--- src/rtl/rt_route_pkg.sv ---
package rt_route_pkg;

   typedef enum logic [2:0] {
      PORT_LOCAL = 3'd0,
      PORT_EAST  = 3'd1,
      PORT_WEST  = 3'd2,
      PORT_NORTH = 3'd3,
      PORT_SOUTH = 3'd4
   } port_e;

   typedef enum logic [2:0] {
      ALG_XY         = 3'd0,
      ALG_WEST_FIRST = 3'd1,
      ALG_NORTH_LAST = 3'd2,
      ALG_NEG_FIRST  = 3'd3,
      ALG_ODD_EVEN   = 3'd4
   } alg_e;

   localparam int NUM_DIRS = 4;
   localparam int B_E = 0;
   localparam int B_W = 1;
   localparam int B_N = 2;
   localparam int B_S = 3;

   typedef logic [NUM_DIRS-1:0] dirmask_t;

   localparam dirmask_t MASK_X   = 4'b0011;
   localparam dirmask_t MASK_Y   = 4'b1100;
   localparam dirmask_t MASK_NEG = 4'b1010;

endpackage

--- src/rtl/rt_route_cand.sv ---
module rt_route_cand
   import rt_route_pkg::*;
#(
   parameter int COORD_W = 3,
   parameter bit OE_EN   = 1'b1
) (
   input  logic [COORD_W-1:0] cur_x,
   input  logic [COORD_W-1:0] cur_y,
   input  logic [COORD_W-1:0] dst_x,
   input  logic [COORD_W-1:0] dst_y,
   input  alg_e               alg,
   output dirmask_t           cand
);
   localparam int XW = COORD_W + 1;

   logic     go_e, go_w, go_n, go_s;
   dirmask_t need;
   dirmask_t oe_cand;

   assign go_e = dst_x > cur_x;
   assign go_w = dst_x < cur_x;
   assign go_n = dst_y > cur_y;
   assign go_s = dst_y < cur_y;
   assign need = {go_s, go_n, go_w, go_e};

   generate
      if (OE_EN) begin : g_oe
         logic [XW-1:0] next_x;
         logic          far_e, odd_ahead, even_ahead;
         assign next_x     = XW'(cur_x) + XW'(1);
         assign far_e      = XW'(dst_x) > next_x;
         assign odd_ahead  = far_e | dst_x[0];
         assign even_ahead = far_e | ~dst_x[0];
         always_comb begin
            oe_cand = need;
            if (go_e && go_n && !odd_ahead)  oe_cand[B_E] = 1'b0;
            if (go_e && go_s && !even_ahead) oe_cand[B_E] = 1'b0;
            if (go_w && go_n && !cur_x[0])   oe_cand[B_N] = 1'b0;
            if (go_w && go_s && cur_x[0])    oe_cand[B_S] = 1'b0;
         end
      end else begin : g_no_oe
         assign oe_cand = '0;
      end
   endgenerate

   always_comb begin
      case (alg)
         ALG_WEST_FIRST: cand = go_w ? dirmask_t'(1 << B_W) : need;
         ALG_NORTH_LAST: cand = (go_n && (go_e || go_w)) ? (need & MASK_X) : need;
         ALG_NEG_FIRST:  cand = (go_w || go_s) ? (need & MASK_NEG) : need;
         ALG_ODD_EVEN:   cand = oe_cand;
         default:        cand = (go_e || go_w) ? (need & MASK_X) : need;
      endcase
   end

   always_comb begin
      if (need != '0) assert (cand != '0) else $error("cand: empty set away from home");
   end

endmodule

--- src/rtl/rt_route_filter.sv ---
module rt_route_filter
   import rt_route_pkg::*;
(
   input  logic [2:0] arrive,
   input  alg_e       alg,
   input  logic       cur_odd,
   input  dirmask_t   cand,
   output dirmask_t   legal
);
   dirmask_t ban;
   dirmask_t kept;
   logic     mv_e, mv_w, mv_n, mv_s;

   assign mv_e = arrive == 3'(PORT_EAST);
   assign mv_w = arrive == 3'(PORT_WEST);
   assign mv_n = arrive == 3'(PORT_NORTH);
   assign mv_s = arrive == 3'(PORT_SOUTH);

   always_comb begin
      ban = '0;
      if (mv_e) ban[B_W] = 1'b1;
      if (mv_w) ban[B_E] = 1'b1;
      if (mv_n) ban[B_S] = 1'b1;
      if (mv_s) ban[B_N] = 1'b1;
      case (alg)
         ALG_WEST_FIRST: if (mv_n || mv_s) ban[B_W] = 1'b1;
         ALG_NORTH_LAST: if (mv_n) ban = ban | MASK_X;
         ALG_NEG_FIRST: begin
            if (mv_n) ban[B_W] = 1'b1;
            if (mv_e) ban[B_S] = 1'b1;
         end
         ALG_ODD_EVEN: begin
            if (!cur_odd) begin
               if (mv_e) ban[B_N] = 1'b1;
               if (mv_n) ban[B_W] = 1'b1;
            end else begin
               if (mv_e) ban[B_S] = 1'b1;
               if (mv_s) ban[B_W] = 1'b1;
            end
         end
         default: if (mv_n || mv_s) ban = ban | MASK_X;
      endcase
   end

   assign kept  = cand & ~ban;
   assign legal = (kept == '0) ? cand : kept;

   always_comb begin
      assert ((legal & ~cand) == '0) else $error("filter: added a direction");
   end

endmodule

--- src/rtl/rt_route_select.sv ---
module rt_route_select
   import rt_route_pkg::*;
(
   input  dirmask_t               legal,
   input  logic [NUM_DIRS-1:0]    congested,
   output port_e                  pick
);
   logic  has_x, has_y, busy_x, busy_y;
   port_e x_port, y_port;

   assign has_x  = |(legal & MASK_X);
   assign has_y  = |(legal & MASK_Y);
   assign x_port = legal[B_E] ? PORT_EAST : PORT_WEST;
   assign y_port = legal[B_N] ? PORT_NORTH : PORT_SOUTH;
   assign busy_x = legal[B_E] ? congested[B_E] : congested[B_W];
   assign busy_y = legal[B_N] ? congested[B_N] : congested[B_S];

   always_comb begin
      if (has_x && has_y)  pick = (busy_x && !busy_y) ? y_port : x_port;
      else if (has_x)      pick = x_port;
      else if (has_y)      pick = y_port;
      else                 pick = PORT_LOCAL;
   end

   always_comb begin
      assert ($countones(legal & MASK_X) <= 1 && $countones(legal & MASK_Y) <= 1)
         else $error("select: opposing directions both legal");
   end

endmodule

--- src/rtl/rt_turn_route.sv ---
module rt_turn_route
   import rt_route_pkg::*;
#(
   parameter int COORD_W = 3,
   parameter bit OE_EN   = 1'b1
) (
   input  logic               clk,
   input  logic               rst_n,
   input  logic               head_valid,
   input  logic [COORD_W-1:0] cur_x,
   input  logic [COORD_W-1:0] cur_y,
   input  logic [COORD_W-1:0] dst_x,
   input  logic [COORD_W-1:0] dst_y,
   input  logic [2:0]         arrive_dir,
   input  logic [3:0]         congested,
   input  logic [2:0]         algo_sel,
   output logic               route_valid,
   output logic [2:0]         route_port
);
   generate
      if (COORD_W < 1 || COORD_W > 12) begin : g_bad_coord
         $error("rt_turn_route: COORD_W must lie in 1..12");
      end
   endgenerate

   alg_e     alg_eff;
   dirmask_t cand, legal;
   port_e    pick;
   logic     valid_q;
   logic [2:0] port_q;

   always_comb begin
      if (algo_sel == 3'(ALG_ODD_EVEN) && OE_EN) alg_eff = ALG_ODD_EVEN;
      else if (algo_sel < 3'(ALG_ODD_EVEN))       alg_eff = alg_e'(algo_sel);
      else                                        alg_eff = ALG_XY;
   end

   rt_route_cand #(.COORD_W(COORD_W), .OE_EN(OE_EN)) i_cand (
      .cur_x (cur_x),
      .cur_y (cur_y),
      .dst_x (dst_x),
      .dst_y (dst_y),
      .alg   (alg_eff),
      .cand  (cand)
   );

   rt_route_filter i_filter (
      .arrive  (arrive_dir),
      .alg     (alg_eff),
      .cur_odd (cur_x[0]),
      .cand    (cand),
      .legal   (legal)
   );

   rt_route_select i_select (
      .legal     (legal),
      .congested (congested),
      .pick      (pick)
   );

   always_ff @(posedge clk or negedge rst_n) begin
      if (!rst_n) begin
         valid_q <= 1'b0;
         port_q  <= 3'(PORT_LOCAL);
      end else begin
         valid_q <= head_valid;
         if (head_valid) port_q <= pick;
      end
   end

   assign route_valid = valid_q;
   assign route_port  = port_q;

   p_valid_lag_r2: assert property (@(posedge clk) disable iff (!rst_n)
      route_valid |-> $past(head_valid));

   p_local_home_r3: assert property (@(posedge clk) disable iff (!rst_n)
      route_valid |-> ((route_port == 3'(PORT_LOCAL)) ==
                       ($past(cur_x) == $past(dst_x) && $past(cur_y) == $past(dst_y))));

   p_minimal_r4: assert property (@(posedge clk) disable iff (!rst_n)
      route_valid |->
         (route_port != 3'(PORT_EAST)  || $past(dst_x) > $past(cur_x)) &&
         (route_port != 3'(PORT_WEST)  || $past(dst_x) < $past(cur_x)) &&
         (route_port != 3'(PORT_NORTH) || $past(dst_y) > $past(cur_y)) &&
         (route_port != 3'(PORT_SOUTH) || $past(dst_y) < $past(cur_y)));

   p_x_first_r5: assert property (@(posedge clk) disable iff (!rst_n)
      route_valid && $past(alg_eff == ALG_XY) && $past(cur_x != dst_x) |->
         (route_port == 3'(PORT_EAST) || route_port == 3'(PORT_WEST)));

   p_west_first_r6: assert property (@(posedge clk) disable iff (!rst_n)
      route_valid && $past(alg_eff == ALG_WEST_FIRST) && $past(dst_x < cur_x) |->
         route_port == 3'(PORT_WEST));

   p_hold_r2: assert property (@(posedge clk) disable iff (!rst_n)
      !$past(head_valid) |-> !route_valid && $stable(route_port));

endmodule

--- config.mk ---
export PLATFORM = sky130hd
export DESIGN_NAME = rt_turn_route
export DESIGN_NICKNAME = d
export VERILOG_FILES = /design/src/rtl/rt_route_pkg.sv /design/src/rtl/rt_route_cand.sv /design/src/rtl/rt_route_filter.sv /design/src/rtl/rt_route_select.sv /design/src/rtl/rt_turn_route.sv
export SDC_FILE = /design/constraint.sdc
export NUM_CORES = 1
export LEC_CHECK = 0
export ABC_AREA = 1
export CAP_MARGIN = 20
export CELL_PAD_IN_SITES_DETAIL_PLACEMENT = 1
export CELL_PAD_IN_SITES_GLOBAL_PLACEMENT = 1
export CORE_MARGIN = 2
export CORE_UTILIZATION = 33
export CTS_CLUSTER_SIZE = 16
export DETAILED_ROUTE_END_ITERATION = 8
export PLACE_DENSITY = 0.84
export SETUP_SLACK_MARGIN = 0.15
export SLEW_MARGIN = 20
export SYNTH_ARGS = -nofsm -noshare
export SYNTH_HDL_FRONTEND = slang
export SYNTH_HIERARCHICAL = 1
export SYNTH_SLANG_ARGS = --single-unit
--- constraint.sdc ---
create_clock -name clk -period 1.05 [get_ports clk]
set_input_delay 0.21 -clock clk [delete_from_list [all_inputs] [get_ports clk]]
set_output_delay 0.21 -clock clk [all_outputs]
set_load 0.05 [all_outputs]
==> impl_metrics.tcl, run 1 <==
set metrics [dict create \
    ys_ff_latch 4 \
    yosys-top-cells-count "nand2_1, inv_1, nor2_1" \
    synth_compound_area_share_pct 7.497 \
    synth_top_family_by_area "simple AND/OR/NAND/NOR gates" \
    grt_worst_setup_endpoint "route_port[1]$_DFFE_PN0P_/D" \
    status "did not finish" \
    syn_avg_cell_area_sq_um 5.352 \
    die_w_um 58.63 \
    worst_endpoint_kind "sequential cell input" \
    synthAdderAreaFrac_pct 12.71 \
    ios 29 \
    ys_warn_count 6 \
    synthMuxAreaShare_pct 0 \
    grt_use_total_pct 67.64 \
    synth-simple-area-share_pct 54.26 \
    yosysTopAreaCell "nand2_1" \
    hpwl_mm 2.971 \
    yosys-top-cells-area "nand2_1, ha_1, inv_1" \
    synth-main-ff-cell "dfrtp_1" \
    start_util_pct 35.10 \
    yosysTopAreaCellShare_pct 22.11 \
    cts.path.max_buffers 2 \
    yosysUniqueCellTypes 22 \
    place.gp.congestion 0.8274 \
    cts_made_buffers 3 \
    htree_levels 1 \
    async_reset_ff_share_pct 100.0 \
    flow.stopped_at "5_1_grt" \
    syn-num-nets 219 \
    synth_xor_area_share_pct 0.8895 \
    yosysMostFrequentCell "nand2_1" \
    ys_seq_area_share_pct 10.17 \
    tool.error "[ERROR GRT-0232] Routing congestion too high. Check the congestion heatmap in the GUI." \
    synth_edf_count 0 \
    placed_cell_area_sq_um 1613 \
    port_buffers 28 \
    syn_area_sq_um 984.7 \
    cts_hold_buffers 0 \
    grt_max_degree 7 \
    fp.dieH_um 58.63 \
    overflow 64 \
    rows 19 \
    clockRootBuffer "clkbuf_4" \
    clock-sinks 4 \
    syn_inst 184 \
]
[stage by stage]
stage	setup slack (ns)	std cells	setup TNS, ns	hold slack, ns
2_1_floorplan	-1.215	184	-3.592	-0.08559
3_3_place_gp	-1.927	272	-5.736	0.4261
3_5_place_dp	-2.079	272	-6.162	0.4249
4_1_cts	-1.297	286	-3.824	0.1731
[metal layers]
metal  global-route usage [%]  GRT overflow
met3                    37.80             0
met5                        0             0
met2                    93.10            28
met1                    60.67             0
met4                    90.91            36
[cell families after synthesis]
kind of cell | count (synthesis)
compound gates | 13
xor+xnor | 1
fa+ha+maj | 10
buf+inv | 38
flops | 4
simple gates | 118
[repair_timing]
item	in CTS
endpoints found under the setup margin	7
buffers inserted	11
gates resized for setup	82
pin swaps	41
==> inputs of run 2 (changes only) <==
CELL_PAD_IN_SITES_DETAIL_PLACEMENT = not set   (was 1)
CELL_PAD_IN_SITES_GLOBAL_PLACEMENT = not set   (was 1)
CORE_AREA = 2 2 63 65   (was not set)
CORE_MARGIN = not set   (was 2)
CORE_UTILIZATION = not set   (was 33)
CTS_CLUSTER_SIZE = not set   (was 16)
DIE_AREA = 0 0 65 67   (was not set)
PLACE_DENSITY = not set   (was 0.84)
PLACE_DENSITY_LB_ADDON = 0.15   (was not set)
SETUP_SLACK_MARGIN = not set   (was 0.15)
==> run 2 against run 1 <==
  * Synthesized cell count unchanged
  * The flow now finishes, with violations (negative setup slack)
  * Area after synthesis unchanged
==> impl_metrics.tcl, run 2 <==
set metrics [dict create \
    status "complete, but fails checks" \
    violations "negative setup slack" \
    nets 292 \
    fp.dieH_um 67 \
    synth_edf_count 0 \
    arrival_ns 2.49 \
    htree_levels 1 \
    ys_ff_latch 4 \
    tightest_slew_ns 0.2758 \
    dp_slack_ns -1.982 \
    syn_area_sq_um 984.7 \
    cts_hold_buffers 0 \
    most-common-layout-cells "nand2_1, buf_4, inv_1" \
    first_pass_iters 4 \
    ys_warn_count 6 \
    mostFrequentLayoutCell "nand2_1" \
    drv_cap 0 \
    yosysMostFrequentCell "nand2_1" \
    overflow 0 \
    power_mw 1.803 \
    power_density_nw_per_um2 943.1 \
    cp-end-kind "register" \
    start_kind "input pin" \
    clock_latency_ns 0.22 \
    required_ns 1.20 \
    fill_cells 363 \
    cts_made_buffers 3 \
    setup_ws_ns -1.284 \
    yosys-top-cells-count "nand2_1, inv_1, nor2_1" \
    fmax_ghz 0.4284 \
    rows 22 \
    vdd_drop_max_mv 0.4477 \
    synth-main-ff-cell "dfrtp_1" \
    ys_seq_area_share_pct 10.17 \
    hold_viol 0 \
    slew_viol_final 0 \
    port_buffers 28 \
    finalWirelength_mm 2.824 \
    viasPerCell 4.314 \
    synthToLayoutAreaGrowth_pct 94.15 \
    die_w_um 65 \
    drcViolationCount 0 \
    cts_tree "done" \
    setup_viol 3 \
    placed_cell_area_sq_um 1649 \
    n_antenna_cell 0 \
    syn_inst 184 \
    die_area_sq_um 4355 \
    layout-drive-gt1-share_pct 48.24 \
    leakage_nw 0.9829 \
    place.gp.congestion 0.7455 \
    grt_antenna_before_repair 0 \
    yosys-top-cells-area "nand2_1, ha_1, inv_1" \
    finalClockSkew_ns 0 \
    yosysUniqueCellTypes 22 \
    post_drt_wl_per_cell_um 9.320 \
    largest_reg_flops 3 \
    yosysTopAreaCellShare_pct 22.11 \
    cts.path.max_buffers 2 \
    path_clk_slew_ns 0.03 \
    drt_iter0_markers 40 \
    core_sq_um 3606 \
    grt_use_total_pct 14.03 \
    via_count 1307 \
    ant_nets 0 \
    ios 29 \
    hpwl_mm 2.103 \
    clock-sinks 4 \
    grt_pass1_wl_mm 5.050 \
    fin_crit_ns 2.334 \
    finalSetupTns_ns -3.758 \
    rsz0062_at_grt "true" \
    syn-num-nets 219 \
    start_util_pct 27.31 \
    grt_max_degree 7 \
    async_reset_ff_share_pct 100.0 \
    clockRootBuffer "clkbuf_8" \
    syn_avg_cell_area_sq_um 5.352 \
    first_global_vias 1282 \
    worstPathMaxFanout 6 \
    min_path_type "in2async" \
    period_share_pct 222.3 \
    yosysTopAreaCell "nand2_1" \
    design_area_sq_um 1912 \
    maxSlewHeadroom_pct 81.42 \
    path_class "in2reg" \
    rr_worst_depth 2 \
]
[run 2: cell counts after synthesis]
Identical to the previous run, type by type.
[run 2: critical path: stages]
cell and delay [ns]:
buf_8 0.10, ha_4 0.15, xnor2_2 0.12, ha_1 0.29, nand3_1 0.09, nand2_1 0.05
inv_1 0.06, a21oi_2 0.06, nand2_1 0.05, nand2_1 0.05, nor2_2 0.10, a21boi_2 0.18
nand2_2 0.08, nand4_1 0.11, nand2_2 0.13, nand2_2 0.10, inv_2 0.04, nor2_4 0.10
nand2_2 0.07, nand2_2 0.09, nand3_2 0.08, nand2_2 0.06, nand2_1 0.04, nand2_1 0.07
[run 2: cell type report]
class	count	area [sq um]	share of cell area [%]
clock buffer	3	41.29	2.160
inverter	38	142.6	7.461
multi-input combinational	142	965.9	50.52
sequential	4	100.1	5.236
tap	48	60.06	3.141
timing repair buffer	68	601.8	31.48
[run 2: stage by stage]
step           hold slack [ns]  util, %  instances
2_1_floorplan         -0.08559        -        184
3_3_place_gp            0.4324    45.73        291
3_5_place_dp            0.4282    45.73        291
4_1_cts                 0.2032    51.84        303
5_1_grt                 0.2160    53.02        303
6_report                0.2011    53.02        303
[run 2: cell families (layout without fill, tap and decap cells)]
family / count (synthesis) / in the layout / synth area share (%)
adders and majority gates: 10 / 10 / 12.71
buffers and inverters: 38 / 109 / 14.49
AOI/OAI and AO/OA: 13 / 13 / 7.496
xor gates and xnor gates: 1 / 1 / 0.8896
and+or+nand+nor: 118 / 118 / 54.26
DFF: 4 / 4 / 10.17
[run 2: path summary, 6_finish.rpt]
check	from	endpoint	slack, ns
setup / recovery	cur_x[1]	route_port[1]	-1.28
hold / removal	rst_n	route_port[0]	0.20
setup reg to reg	route_port[1]	route_port[1]	0.41
hold reg to reg	route_port[2]	route_port[2]	0.54
max in group asynchronous	rst_n	route_port[2]	0.68
min in group clk	route_port[2]	route_port[2]	0.54
[run 2: timing repair]
item,CTS,global route
setup buffers,9,0
endpoints found under the setup margin,3,3
cloned,0,0
gates resized for setup,68,16
pin swaps,36,15
[run 2: report_power, final]
part	total [mW]	switching [mW]	internal [mW]
clock network	0.327	0.0822	0.245
registers	0.226	0.0368	0.189
logic	1.25	0.626	0.624
total	1.80	0.745	1.06
[run 2: routing by layer]
metal / track usage, % / vias to the layer above / routed length [um]
met5: 0 / - / 0
met3: 0.6757 / 2 / 88
li1: - / 713 / -
met2: 26.93 / 19 / 1448
met4: 2.394 / 0 / 17
met1: 17.32 / 573 / 1269
Power figures use the tool's default switching activity.
==> inputs of run 3 (changes only) <==
CORE_AREA = not set   (was 2 2 63 65)
CORE_MARGIN = 2   (was not set)
CORE_UTILIZATION = 25   (was not set)
DIE_AREA = not set   (was 0 0 65 67)
==> run 3 against run 2 <==
  * The flow still finishes with violations (negative setup slack)
  * Global-route usage fell by 0.67 points
  * Total power fell by 5.1%
  * Register-to-register slack barely moved
  * Final cell count fell by 1.7%
  * Maximum frequency rose by 3.6%
  * Design area fell by 3.5%
  * Worst hold slack got worse by 0.0025 ns
  * Critical path depth fell by 1
  * Clock power fell by 4%
  * Worst setup slack improved by 0.081 ns
  * Sequential power barely moved
  * Critical endpoint unchanged
==> impl_metrics.tcl, run 3 (synthesis results as in run 2) <==
set metrics [dict create \
    finalWirelength_mm 2.679 \
    nets 287 \
    grt_use_total_pct 13.35 \
    clock_latency_ns 0.21 \
    cp_common_cell "nand2_1" \
    mostFrequentLayoutCell "nand2_1" \
    cts_made_buffers 3 \
    grt_pass1_wl_mm 4.733 \
    path_cells "dlygate4sd2_1 > inv_2 > ha_4 > a21oi_4 > nand2_2 > buf_4 > nand3_1 > nand3_1 > nand2_1 > inv_1 > nand2_1 > nor2_2 > nor2_2 > nand4_1 > nand2_2 > nor2_4 > nor2_4 > nand2_2 > nand2_2 > nand3_2 > nand2_1 > nand2_1 > nand2_1" \
    clockRootBuffer "clkbuf_8" \
    start_kind "input pin" \
    cp_slowest_cell "dlygate4sd2_1" \
    leakage_nw 0.9605 \
    cp-end-kind "register" \
    fin_crit_ns 2.254 \
    arrival_ns 2.40 \
    max_stage_delay_ns 0.24 \
    ios 29 \
    hold_viol 0 \
    grt_max_degree 7 \
    rr_worst_depth 2 \
    rows 22 \
    ant_nets 0 \
    maxSlewHeadroom_pct 85.28 \
    fp.dieH_um 66.76 \
    min_path_type "in2async" \
    place.gp.congestion 0.7548 \
    period_share_pct 214.6 \
    drv_cap 0 \
    power_mw 1.711 \
    overflow 0 \
    cts_tree "done" \
    drt_iter0_markers 75 \
    finalClockSkew_ns 0 \
    setup_ws_ns -1.204 \
    violations "negative setup slack" \
    most-common-layout-cells "nand2_1, buf_4, inv_1" \
    htree_levels 1 \
    die_area_sq_um 4457 \
    cts.path.max_buffers 2 \
    fmax_ghz 0.4437 \
    via_count 1263 \
    clock-sinks 4 \
    worstPathMaxFanout 5 \
    first_global_vias 1229 \
    start_util_pct 26.50 \
    status "complete, but fails checks" \
    post_drt_wl_per_cell_um 8.990 \
    cts_hold_buffers 0 \
    power_density_nw_per_um2 927.9 \
    layout-drive-gt1-share_pct 44.40 \
    path_class "in2reg" \
    die_w_um 66.76 \
    drcViolationCount 0 \
    rsz0062_at_grt "true" \
    finalSetupTns_ns -3.551 \
    tightest_slew_ns 0.2200 \
    first_pass_iters 4 \
    hpwl_mm 2.161 \
    viasPerCell 4.238 \
    port_buffers 28 \
    n_antenna_cell 0 \
    path_clk_slew_ns 0.03 \
    largest_reg_flops 3 \
    slew_viol_final 0 \
    core_sq_um 3716 \
    synthToLayoutAreaGrowth_pct 87.29 \
    vdd_drop_max_mv 0.3720 \
    grt_antenna_before_repair 0 \
    required_ns 1.20 \
    setup_viol 3 \
]
==> run 3: worst max-delay path: cells and delay by family <==
kind                       cells  cell delay, ns
and+or+nand+nor               17            1.36
buffers and inverters          4            0.47
adders and majority gates      1            0.20
AOI/OAI and AO/OA              1            0.12
==> run 3: worst paths after layout <==
check                              start            end  slack [ns]
hold / removal                     rst_n    route_valid        0.20
min in group clk           route_port[2]  route_port[2]        0.53
max in group asynchronous          rst_n  route_port[2]        0.69
hold reg to reg            route_port[2]  route_port[2]        0.53
setup reg to reg           route_port[1]  route_port[1]        0.41
setup / recovery                cur_y[2]  route_port[1]       -1.20
==> run 3: final cells by class <==
class | instances | area [sq um]
clock buffers | 3 | 41.29
inverters | 38 | 142.6
multi-input cells | 142 | 935.9
well taps | 48 | 60.06
flip-flops and latches | 4 | 100.1
repair buffers | 63 | 564.3
fillers | 395 | 1872
==> run 3: what timing repair did <==
action / in CTS / in global routing
resized for setup: 71 / 8
setup buffers: 5 / 4
pin swaps: 40 / 10
endpoints found under the setup margin: 3 / 3
==> run 3: per-layer routing <==
metal	track usage (%)	share of wire, %	up-vias	routed length [um]
met5	0	0	-	0
met4	2.296	0	0	0
met3	2.027	2.5	0	66
met2	25.25	53	16	1417
met1	15.89	45	541	1195
li1	-	-	706	-
==> run 3: report_power, final <==
part | internal (mW) | switching (mW)
clock network | 0.243 | 0.0696
logic | 0.588 | 0.586
registers | 0.189 | 0.0355
total | 1.02 | 0.691
==> run 3: metrics by stage <==
step	setup WS, ns	cells	util, %	cell area (sq um)	hold WS, ns
floorplan	-1.215	184	-	1036	-0.08559
global placement	-1.942	287	43.57	1619	0.4388
detailed placement	-2.001	287	43.57	1619	0.4291
CTS	-1.249	294	48.52	1803	0.2018
global route	-1.459	298	49.63	1844	0.2015
finish	-1.204	298	49.63	1844	0.1986
==> inputs of run 4 (changes only) <==
CORE_AREA = 2 2 63 65   (was not set)
CORE_MARGIN = not set   (was 2)
CORE_UTILIZATION = not set   (was 25)
DIE_AREA = 0 0 65 67   (was not set)
==> results of run 4 <==
The final DEF is identical to that of run 2; final timing and power are the same.
